**src/rtl/hub_pkg.sv**
```systemverilog
package hub_pkg;
    typedef enum logic [1:0] {
        RD_CH_LO  = 2'd0,
        RD_CH_MID = 2'd1,
        RD_PS_TOP = 2'd2,
        RD_EMPTY  = 2'd3
    } rd_sel_e;

    function automatic int cnt_width(input int n);
        return (n > 1) ? $clog2(n) : 1;
    endfunction
endpackage

```
**src/rtl/hub_mclk_gen.sv**
```systemverilog
module hub_mclk_gen #(
    parameter int DIV = 5
) (
    input  logic clk,
    input  logic rst_n,
    output logic mclk,
    output logic ce_pdm
);
    localparam int CW = hub_pkg::cnt_width(DIV);
    localparam int HI = (DIV + 1) / 2;

    typedef struct packed {
        logic [CW-1:0] cnt;
        logic          pos;
    } st_t;

    st_t s_d, s_q;

    always_comb begin
        s_d = s_q;
        if (s_q.cnt == CW'(DIV - 1)) begin
            s_d.cnt = '0;
        end else begin
            s_d.cnt = s_q.cnt + 1'b1;
        end
        s_d.pos = (s_d.cnt < CW'(HI));
    end

    always_ff @(posedge clk or negedge rst_n) begin
        if (!rst_n) begin
            s_q.cnt <= '0;
            s_q.pos <= 1'b1;
        end else begin
            s_q <= s_d;
        end
    end

    assign ce_pdm = (s_q.cnt == CW'(DIV - 1));

    generate
        if (DIV % 2 == 1) begin : g_odd
            logic neg_q;
            always_ff @(negedge clk or negedge rst_n) begin
                if (!rst_n) begin
                    neg_q <= 1'b0;
                end else begin
                    neg_q <= s_q.pos;
                end
            end
            assign mclk = s_q.pos & neg_q;
        end else begin : g_even
            assign mclk = s_q.pos;
        end
    endgenerate
endmodule

```
**src/rtl/hub_pcm_tick.sv**
```systemverilog
module hub_pcm_tick #(
    parameter int          PS_W   = 8,
    parameter logic [7:0]  PS_RST = 8'd49
) (
    input  logic            clk,
    input  logic            rst_n,
    input  logic            wr_en,
    input  logic [PS_W-1:0] wr_val,
    output logic [PS_W-1:0] pend_o,
    output logic            ce_pcm
);
    typedef struct packed {
        logic [PS_W-1:0] cnt;
        logic [PS_W-1:0] lim;
        logic [PS_W-1:0] pend;
    } st_t;

    st_t  s_d, s_q;
    logic wrap;

    assign wrap = (s_q.cnt == s_q.lim);

    always_comb begin
        s_d = s_q;
        if (wr_en) begin
            s_d.pend = wr_val;
        end
        if (wrap) begin
            s_d.cnt = '0;
            s_d.lim = s_d.pend;
        end else begin
            s_d.cnt = s_q.cnt + 1'b1;
        end
    end

    always_ff @(posedge clk or negedge rst_n) begin
        if (!rst_n) begin
            s_q.cnt  <= '0;
            s_q.lim  <= PS_W'(PS_RST);
            s_q.pend <= PS_W'(PS_RST);
        end else begin
            s_q <= s_d;
        end
    end

    assign ce_pcm = wrap;
    assign pend_o = s_q.pend;
endmodule

```
**src/rtl/hub_status.sv**
```systemverilog
module hub_status #(
    parameter int NCH    = 36,
    parameter int WORD_W = 16,
    parameter int PS_W   = 8,
    parameter int AW     = 2
) (
    input  logic              clk,
    input  logic              rst_n,
    input  logic [NCH-1:0]    cmp_in,
    input  logic [PS_W-1:0]   ps_val,
    input  logic [AW-1:0]     rd_addr,
    output logic [WORD_W-1:0] rd_data,
    output logic [2:0]        irq
);
    localparam int NFULL = NCH / WORD_W;
    localparam int REM   = NCH - NFULL * WORD_W;
    localparam int NWORD = NFULL + 1;
    localparam int PADW  = WORD_W - PS_W - REM;

    typedef struct packed {
        logic [NCH-1:0] stat;
    } st_t;

    st_t               s_d, s_q;
    logic [WORD_W-1:0] words [NWORD];

    always_comb begin
        s_d      = s_q;
        s_d.stat = cmp_in;
    end

    always_ff @(posedge clk or negedge rst_n) begin
        if (!rst_n) begin
            s_q <= '0;
        end else begin
            s_q <= s_d;
        end
    end

    generate
        for (genvar w = 0; w < NFULL; w++) begin : g_word
            assign words[w] = s_q.stat[w*WORD_W +: WORD_W];
        end
        if (REM > 0) begin : g_tail
            assign words[NFULL] = {{PADW{1'b0}}, s_q.stat[NCH-1 -: REM], ps_val};
        end else begin : g_notail
            assign words[NFULL] = {{(WORD_W-PS_W){1'b0}}, ps_val};
        end
    endgenerate

    always_comb begin
        rd_data = '0;
        for (int i = 0; i < NWORD; i++) begin
            if (rd_addr == AW'(i)) begin
                rd_data = words[i];
            end
        end
    end

    assign irq[0] = |s_q.stat;
    assign irq[1] = s_q.stat[0];
    assign irq[2] = s_q.stat[NCH-1];
endmodule

```
**src/rtl/timing_irq_hub.sv**
```systemverilog
module timing_irq_hub #(
    parameter int         NCH     = 36,
    parameter int         PDM_DIV = 5,
    parameter int         PS_W    = 8,
    parameter logic [7:0] PS_RST  = 8'd49,
    parameter int         WORD_W  = 16,
    parameter int         AW      = 2
) (
    input  logic              clk,
    input  logic              rst_n,
    input  logic [NCH-1:0]    cmp_in,
    input  logic              wr_en,
    input  logic [PS_W-1:0]   wr_data,
    input  logic [AW-1:0]     rd_addr,
    output logic [WORD_W-1:0] rd_data,
    output logic              mclk,
    output logic              ce_pdm,
    output logic              ce_pcm,
    output logic [2:0]        irq
);
    logic [PS_W-1:0] ps_pend;

    hub_mclk_gen #(.DIV(PDM_DIV)) u_mclk (
        .clk    (clk),
        .rst_n  (rst_n),
        .mclk   (mclk),
        .ce_pdm (ce_pdm)
    );

    hub_pcm_tick #(.PS_W(PS_W), .PS_RST(PS_RST)) u_tick (
        .clk    (clk),
        .rst_n  (rst_n),
        .wr_en  (wr_en),
        .wr_val (wr_data),
        .pend_o (ps_pend),
        .ce_pcm (ce_pcm)
    );

    hub_status #(.NCH(NCH), .WORD_W(WORD_W), .PS_W(PS_W), .AW(AW)) u_stat (
        .clk     (clk),
        .rst_n   (rst_n),
        .cmp_in  (cmp_in),
        .ps_val  (ps_pend),
        .rd_addr (rd_addr),
        .rd_data (rd_data),
        .irq     (irq)
    );
endmodule

```
**config.mk**
```make
export PLATFORM = sky130hd
export DESIGN_NAME = timing_irq_hub
export DESIGN_NICKNAME = d
export VERILOG_FILES = /design/src/rtl/hub_pkg.sv /design/src/rtl/hub_mclk_gen.sv /design/src/rtl/hub_pcm_tick.sv /design/src/rtl/hub_status.sv /design/src/rtl/timing_irq_hub.sv
export SDC_FILE = /design/constraint.sdc
export NUM_CORES = 1
export LEC_CHECK = 0
export ABC_AREA = 0
export BUFFER_PORTS_ARGS = -buffer_cell sky130_fd_sc_hd__buf_2
export CAP_MARGIN = 20
export CORE_MARGIN = 8
export CORE_UTILIZATION = 45
export DETAILED_ROUTE_END_ITERATION = 16
export MAX_ROUTING_LAYER = met4
export PLACE_DENSITY_LB_ADDON = 0.25
export SYNTH_ARGS = -nofsm -noshare
export SYNTH_HDL_FRONTEND = slang
export SYNTH_HIERARCHICAL = 1
export SYNTH_SLANG_ARGS = --single-unit
```
**constraint.sdc**
```tcl
create_clock -name clk -period 1.95 [get_ports clk]
set_input_delay 0.39 -clock clk [delete_from_list [all_inputs] [get_ports clk]]
set_output_delay 0.39 -clock clk [all_outputs]
set_load 0.005 [all_outputs]
```
==> results of run 1 <==
[state kept, by name, indices dropped and copies added (netlist names)]
register,cells
u_mclk/s_q,4
u_mclk/g_odd.neg_q,1
u_tick/s_q,16
u_tick/pend_o,8
u_stat/s_q,36
[cell families (layout without fill, tap and decap cells)]
group,count (synthesis),after routing,share of synthesized area
xor gates and xnor gates,14,14,0.0470
AOI/OAI and AO/OA,14,14,0.0283
adders and majority gates,3,3,0.0144
DFF,65,65,0.626
buffers and inverters,18,95,0.0465
and+or+nand+nor,53,53,0.106
muxes,32,32,0.132
[path summary, 6_finish.rpt]
check / from / to / slack (ps)
setup / recovery: u_mclk/g_odd.neg_q / mclk / -310
hold / removal: cmp_in[3] / u_stat/s_q[3] / 160
setup reg to reg: u_tick/s_q[8] / u_tick/s_q[15] / 330
max in group asynchronous: rst_n / u_mclk/g_odd.neg_q / 1120
hold reg to reg: u_mclk/s_q[1] / u_mclk/s_q[1] / 480
min in group asynchronous: rst_n / u_mclk/s_q[1] / 250
[placed cells by master, fill, tap and decap left out]
cell type / instances
buf_2: 70
dfrtp_1: 57
mux2i_1: 16
mux2_2: 15
nand2_1: 13
nor2_1: 12
o21ai_0: 12
clkbuf_8: 10
xnor2_1: 10
buf_4: 7
dfstp_2: 7
nor4_2: 5
nand3_1: 5
xor2_1: 4
nand2b_1: 3
ha_1: 3
nand4_1: 3
nor4_1: 3
clkbuf_1: 2
bufinv_16: 2
inv_1: 2
nor2b_1: 2
and3_1: 2
clkinv_2: 1
and2_4: 1
o21ai_1: 1
and2_1: 1
a31o_1: 1
dfrtn_1: 1
nor4_4: 1
or3_1: 1
buf_12: 1
nor2_4: 1
mux2_4: 1
[worst reg2reg max path: stages (launching register included)]
cell	delay, ps
dfstp_2	530
xnor2_1	120
nand4_1	170
nor2_4	130
buf_4	190
mux2_2	350
[stage by stage]
stage / total power, W / hold slack [ps] / utilization
after detailed placement: 0.00242 / 464 / 0.541
after floorplan: 0.00223 / 94.4 / -
after CTS: 0.00366 / 142 / 0.587
final: 0.00362 / 158 / 0.589
after global routing: 0.00383 / 133 / 0.589
after global placement: 0.00241 / 461 / 0.541
[metal layers]
layer / vias to the layer above / track usage / wire (microns)
li1: 818 / - / -
met1: 842 / 0.158 / 2350
met2: 45 / 0.234 / 2880
met3: 9 / 0.0546 / 334
met4: 0 / 0.0577 / 91
met5: - / - / 0
[area by class of cell]
| type | count | area (sq um) |
|---|---|---|
| Fill cell | 473 | 2280 |
| Sequential cell | 65 | 1640 |
| Multi-Input combinational cell | 116 | 895 |
| Timing Repair Buffer | 78 | 423 |
| Clock buffer | 12 | 145 |
| Tap cell | 72 | 90.1 |
| Clock inverter | 3 | 65.1 |
| Inverter | 2 | 7.51 |
[power by group through the flow]
stage | clock, W | combinational [W] | sequential [W]
CTS | 0.00125 | 0.000636 | 0.00178
global placement | 0 | 0.000615 | 0.00179
finish | 0.00122 | 0.000625 | 0.00178
global route | 0.00131 | 0.000705 | 0.00181
detailed placement | 0 | 0.000624 | 0.00180
floorplan | 0 | 0.000478 | 0.00175
[timing repair]
action / in CTS / in global routing
resized for setup: 5 / 1
endpoints found under the hold margin: 0 / 0
setup endpoints to repair: 3 / 2
setup buffers: 2 / 0
pin swaps: 5 / 0
==> results.txt, run 1 <==
status: finished with violations
synthesized instance count: 199
Cell variety after synth: 30
CP max FO: 1
Flop pwr share: 0.491
WP data required: 1560 ps
grt ovf: 0
CTS Buf Count: 9
Chip Width: 92.2 microns
gr usage total: 0.145
Post-route DRC: 0
Finish-stage setup viols: 2
CP Buf/Inv Count: 1
Root Buffer: clkbuf_8
Final Skew: 8.36 ps
htree depth: 3
NetSw: 0.000920 W
CTS clk-pin slew, worst paths: 70 ps
largest net degree at the start of global routing: 65
sequential share of the synthesized area: 0.626
Worst slew margin: 0.481
placed insts: 331
MaxCap Viol Count: 0
fin. max-slew vios: 0
worst vdd ir: 708 uV
slowest stage cell, crit path: dfrtn_1
final WL: 5660 microns
Leak: 1.53 nW
Vias/cell: 4.93
most common cell in the netlist: dfrtp_1
setup TNS: -387 ps
critical path class: reg -> out
share of cells above drive strength 1: 0.442
Port Buffers: 70
Synth Flop Type: dfrtp_1
Hold-fix buffers, CTS: 0
sw frac: 0.254
combinational share of power: 0.173
First DRT Iteration DRCs: 93
final cell count without fillers: 348
Internal Power: 0.00270 W
initial antenna violation count: 0
Core Area: 5540 sq um
cell family with most CP delay: flip-flops
clk buf depth: 2
Initial Utilization: 0.471
DP Area: 3000 sq um
clock share of power: 0.336
FF+latch count, synth: 65
WHS Path Cells: 1
endpoints failing hold: 0
post-route ant nets: 0
post-synth design cell area: 2610 sq um
syn avg cell area: 13.1 sq um
Hold WC Path Type: in -> reg
per-cell routed wire length: 16.3 microns
drt pass-1 iters: 4
unrepaired setup endpoints after global routing: true
worst reg2reg path depth: 5
CP Capture Type: output port
GP Congestion: 0.788
total number of vias: 1714
Worst Tran Pin Value: 778 ps
Crit. path cell count: 2
die height: 92.2 microns
failing checks: setup timing
vias in the first global route: 1900
I/O pin count: 71
full die area: 8500 sq um
post-synth top area share: 0.546
number of placement rows: 27
Power Density: 1110 nW/um^2
ys async rst share: 1.00
Synth area leader: dfrtp_1
Post-Syn Nets: 251
Area growth syn-to-layout: 24.9%
most frequent cells after synthesis: dfrtp_1, mux2i_1, mux2_2, nand2_1
Post-synth EDFFs: 0
CTS Sinks: 65
synth warn: 6
fin nets: 324
DP Worst Slack: 8.52 ps
delay of the slowest critical-path stage: 370 ps
synth top area cells: dfrtp_1, dfstp_2, mux2_2
CTS tree: done
antenna diode count: 0
Startpoint Class: flip-flop
worst setup slack after layout: -311 ps
Clock Latency Late Sink: 330 ps
DP Wirelength: 4130 microns
final instance area: 3260 sq um
CP arrival: 1870 ps
global-route wire length before repair: 9210 microns
crit-path cells: and2_1, buf_2
(Power assumes the default switching activity.)
==> run 2, diff against run 1 <==
Settings changed: SYNTH_HIERARCHICAL 1 to not set.
==> results.txt, run 2 <==
Tot Pwr: 0.00344 W (-5.1%)
CTS Buf Count: 9 (unchanged)
post-synth top area share: 0.564 (+0.0178)
Flop pwr share: 0.519 (+0.028)
Post-route DRC: 0 (unchanged)
placed insts: 328 (-0.91%)
per-cell routed wire length: 16.1 microns (-0.97%)
R2R Setup Slk: 320 ps (about the same)
initial antenna violation count: 0 (unchanged)
worst setup slack after layout: -318 ps (-7.08 ps)
Chip Width: 91.0 microns (-1.3%)
die height: 91.0 microns (-1.3%)
Power Density: 1080 nW/um^2 (-2.8%)
First DRT Iteration DRCs: 53 (-43%)
grt ovf: 0 (unchanged)
MaxCap Viol Count: 0 (unchanged)
Hold-fix buffers, CTS: 0 (unchanged)
fin nets: 320 (-1.2%)
post-synth design cell area: 2530 sq um (-3.2%)
fin. max-slew vios: 0 (unchanged)
Worst slew margin: 0.488 (+0.00624)
Biggest register: u_stat.s_q
endpoints failing hold: 0 (unchanged)
status: finished with violations
sw frac: 0.278 (+0.0239)
critical path class: reg -> out
Post-synth EDFFs: 0 (unchanged)
final instance area: 3180 sq um (-2.4%)
WP data required: 1560 ps (about the same)
synthesized instance count: 190 (-4.5%)
FF+latch area: 1640 sq um (unchanged)
CTS tree: done
Worst Tran Pin Value: 768 ps (-9.36 ps)
CP max FO: 1 (unchanged)
full die area: 8270 sq um (-2.6%)
most common cell in the netlist: dfrtp_1
setup TNS: -318 ps (+69.4 ps)
Synth area leader: dfrtp_1
Port Buffers: 70 (unchanged)
CP Buf/Inv Count: 1 (unchanged)
Area growth syn-to-layout: 25.8%
area of the multi-input gates: 858 sq um (-4.1%)
Hold WC Path Type: in -> reg
failing checks: setup timing
CP arrival: 1880 ps (about the same)
Vias/cell: 4.90 (-0.54%)
DP Area: 2970 sq um (-0.96%)
Worst Hold Launch: cmp_in[18]
cell family with most CP delay: flip-flops
synth warn: 0 (-6)
most frequent cells after synthesis: dfrtp_1, mux2i_1, mux2_2, nand2_1, nor2_1
gr usage total: 0.146 (+0.000980)
drt pass-1 iters: 4 (unchanged)
clk buf depth: 2 (unchanged)
commonest non-fill, non-tap cell in the layout: buf_2
largest net degree at the start of global routing: 65 (unchanged)
Final Skew: 8.76 ps (+0.408 ps)
CTS Sinks: 65 (unchanged)
global-route wire length before repair: 9090 microns (-1.3%)
Root Buffer: clkbuf_8
Post-Syn Nets: 242 (-3.6%)
Core Area: 5470 sq um (-1.2%)
FF+latch count, synth: 65 (unchanged)
combinational share of power: 0.183 (+0.010)
NetSw: 0.000955 W (+3.8%)
CTS clk-pin slew, worst paths: 70 ps (about the same)
number of placement rows: 27 (unchanged)
final core utilization: 0.581 (-0.00714)
Startpoint Class: flip-flop
antenna diode count: 0 (unchanged)
fillers: 479 (+1.3%)
crit path launch: u_mclk.g_odd.neg_q
final WL: 5560 microns (-1.8%)
share of cells above drive strength 1: 0.436 (-0.00613)
DP Wirelength: 4140 microns (about the same)
GP Congestion: 0.855 (+8.5%)
Synth Flop Type: dfrtp_1
I/O pin count: 71 (unchanged)
Internal Power: 0.00248 W (-8.2%)
synth top area cells: dfrtp_1, dfstp_2, mux2i_1
worst vdd ir: 723 uV (+2.1%)
max reg flops: 36 (unchanged)
htree depth: 3 (unchanged)
clock share of power: 0.298 (-0.038)
Leak: 1.48 nW (-3.0%)
ys async rst share: 1.00 (unchanged)
Cell variety after synth: 26 (-13%)
Initial Utilization: 0.462 (-0.00927)
Finish-stage setup viols: 1 (-1)
crit-path cells: and2_1, buf_2
r2r startpoint: u_tick.s_q[8]
Clock Latency Late Sink: 330 ps (about the same)
syn avg cell area: 13.3 sq um (+1.4%)
post-route ant nets: 0 (unchanged)
total number of vias: 1690 (-1.4%)
unrepaired setup endpoints after global routing: true
CP Capture Type: output port
final cell count without fillers: 345 (-0.86%)
slowest stage cell, crit path: dfrtn_1
sequential share of the synthesized area: 0.647 (+0.0205)
delay of the slowest critical-path stage: 380 ps (about the same)
commonest non-fill, non-tap cells in the layout: buf_2, dfrtp_1, mux2i_1
vias in the first global route: 1838 (-3.3%)
==> run 2: cell types whose count changed in the layout (fill, tap and decap cells not counted), moves of 2 or more <==
cell        delta
buf_4          -2
bufinv_16      -2
clkinvlp_4     +3
nor4_1         +2
nand2b_1       -2
==> run 2: layout make-up <==
cell class / count / share of cell area
Clock buffer: 12 / 0.0488
Inverter: 2 / 0.00236
Clock inverter: 4 / 0.00865
Tap cell: 72 / 0.0283
Multi-Input combinational cell: 114 / 0.270
Sequential cell: 65 / 0.514
Timing Repair Buffer: 76 / 0.128
==> run 2: repair_timing <==
item,4_1_cts,5_1_grt
gates resized for setup,2,2
pin swaps,1,3
endpoints found under the setup margin,3,2
buffers inserted,1,0
==> run 2: worst paths after layout <==
kind                                 endpoint  depth (start not counted)
max                                      mclk                          2
min reg2reg                     u_mclk.s_q[1]                          1
min                            u_stat.s_q[18]                          1
max reg2reg                    u_tick.s_q[15]                          5
max in group asynchronous  u_mclk.g_odd.neg_q                          1
min in group asynchronous       u_mclk.s_q[1]                          2
==> run 2: power by group through the flow <==
stage	Combinational (W)	Clock, W	Sequential [W]
2_1_floorplan	0.000457	0	0.00175
3_3_place_gp	0.000615	0	0.00179
3_5_place_dp	0.000629	0	0.00180
4_1_cts	0.000646	0.00105	0.00178
5_1_grt	0.000707	0.00112	0.00181
6_report	0.000629	0.00103	0.00178
==> run 2: stage by stage <==
step,worst slack [ps],hold WS [ps]
2_1_floorplan,110,94.4
3_3_place_gp,27.0,464
3_5_place_dp,13.4,484
4_1_cts,-342,136
5_1_grt,-372,137
6_report,-318,155
==> run 2: cells by family after synthesis <==
| logic type | count (synthesis) | share of synthesized area |
|---|---|---|
| xor+xnor | 14 | 0.0485 |
| compound gates | 13 | 0.0257 |
| simple gates | 51 | 0.100 |
| buf+inv | 11 | 0.0237 |
| flops | 65 | 0.647 |
| fa+ha+maj | 3 | 0.0148 |
| mux | 33 | 0.140 |
==> run 2: per-layer routing <==
metal / global-route usage / part of all wire / vias to the layer above
met3: 0.0477 / 0.047 / 9
met1: 0.165 / 0.44 / 832
li1: - / - / 808
met5: - / 0 / -
met2: 0.229 / 0.50 / 41
met4: 0.0696 / 0.016 / 0
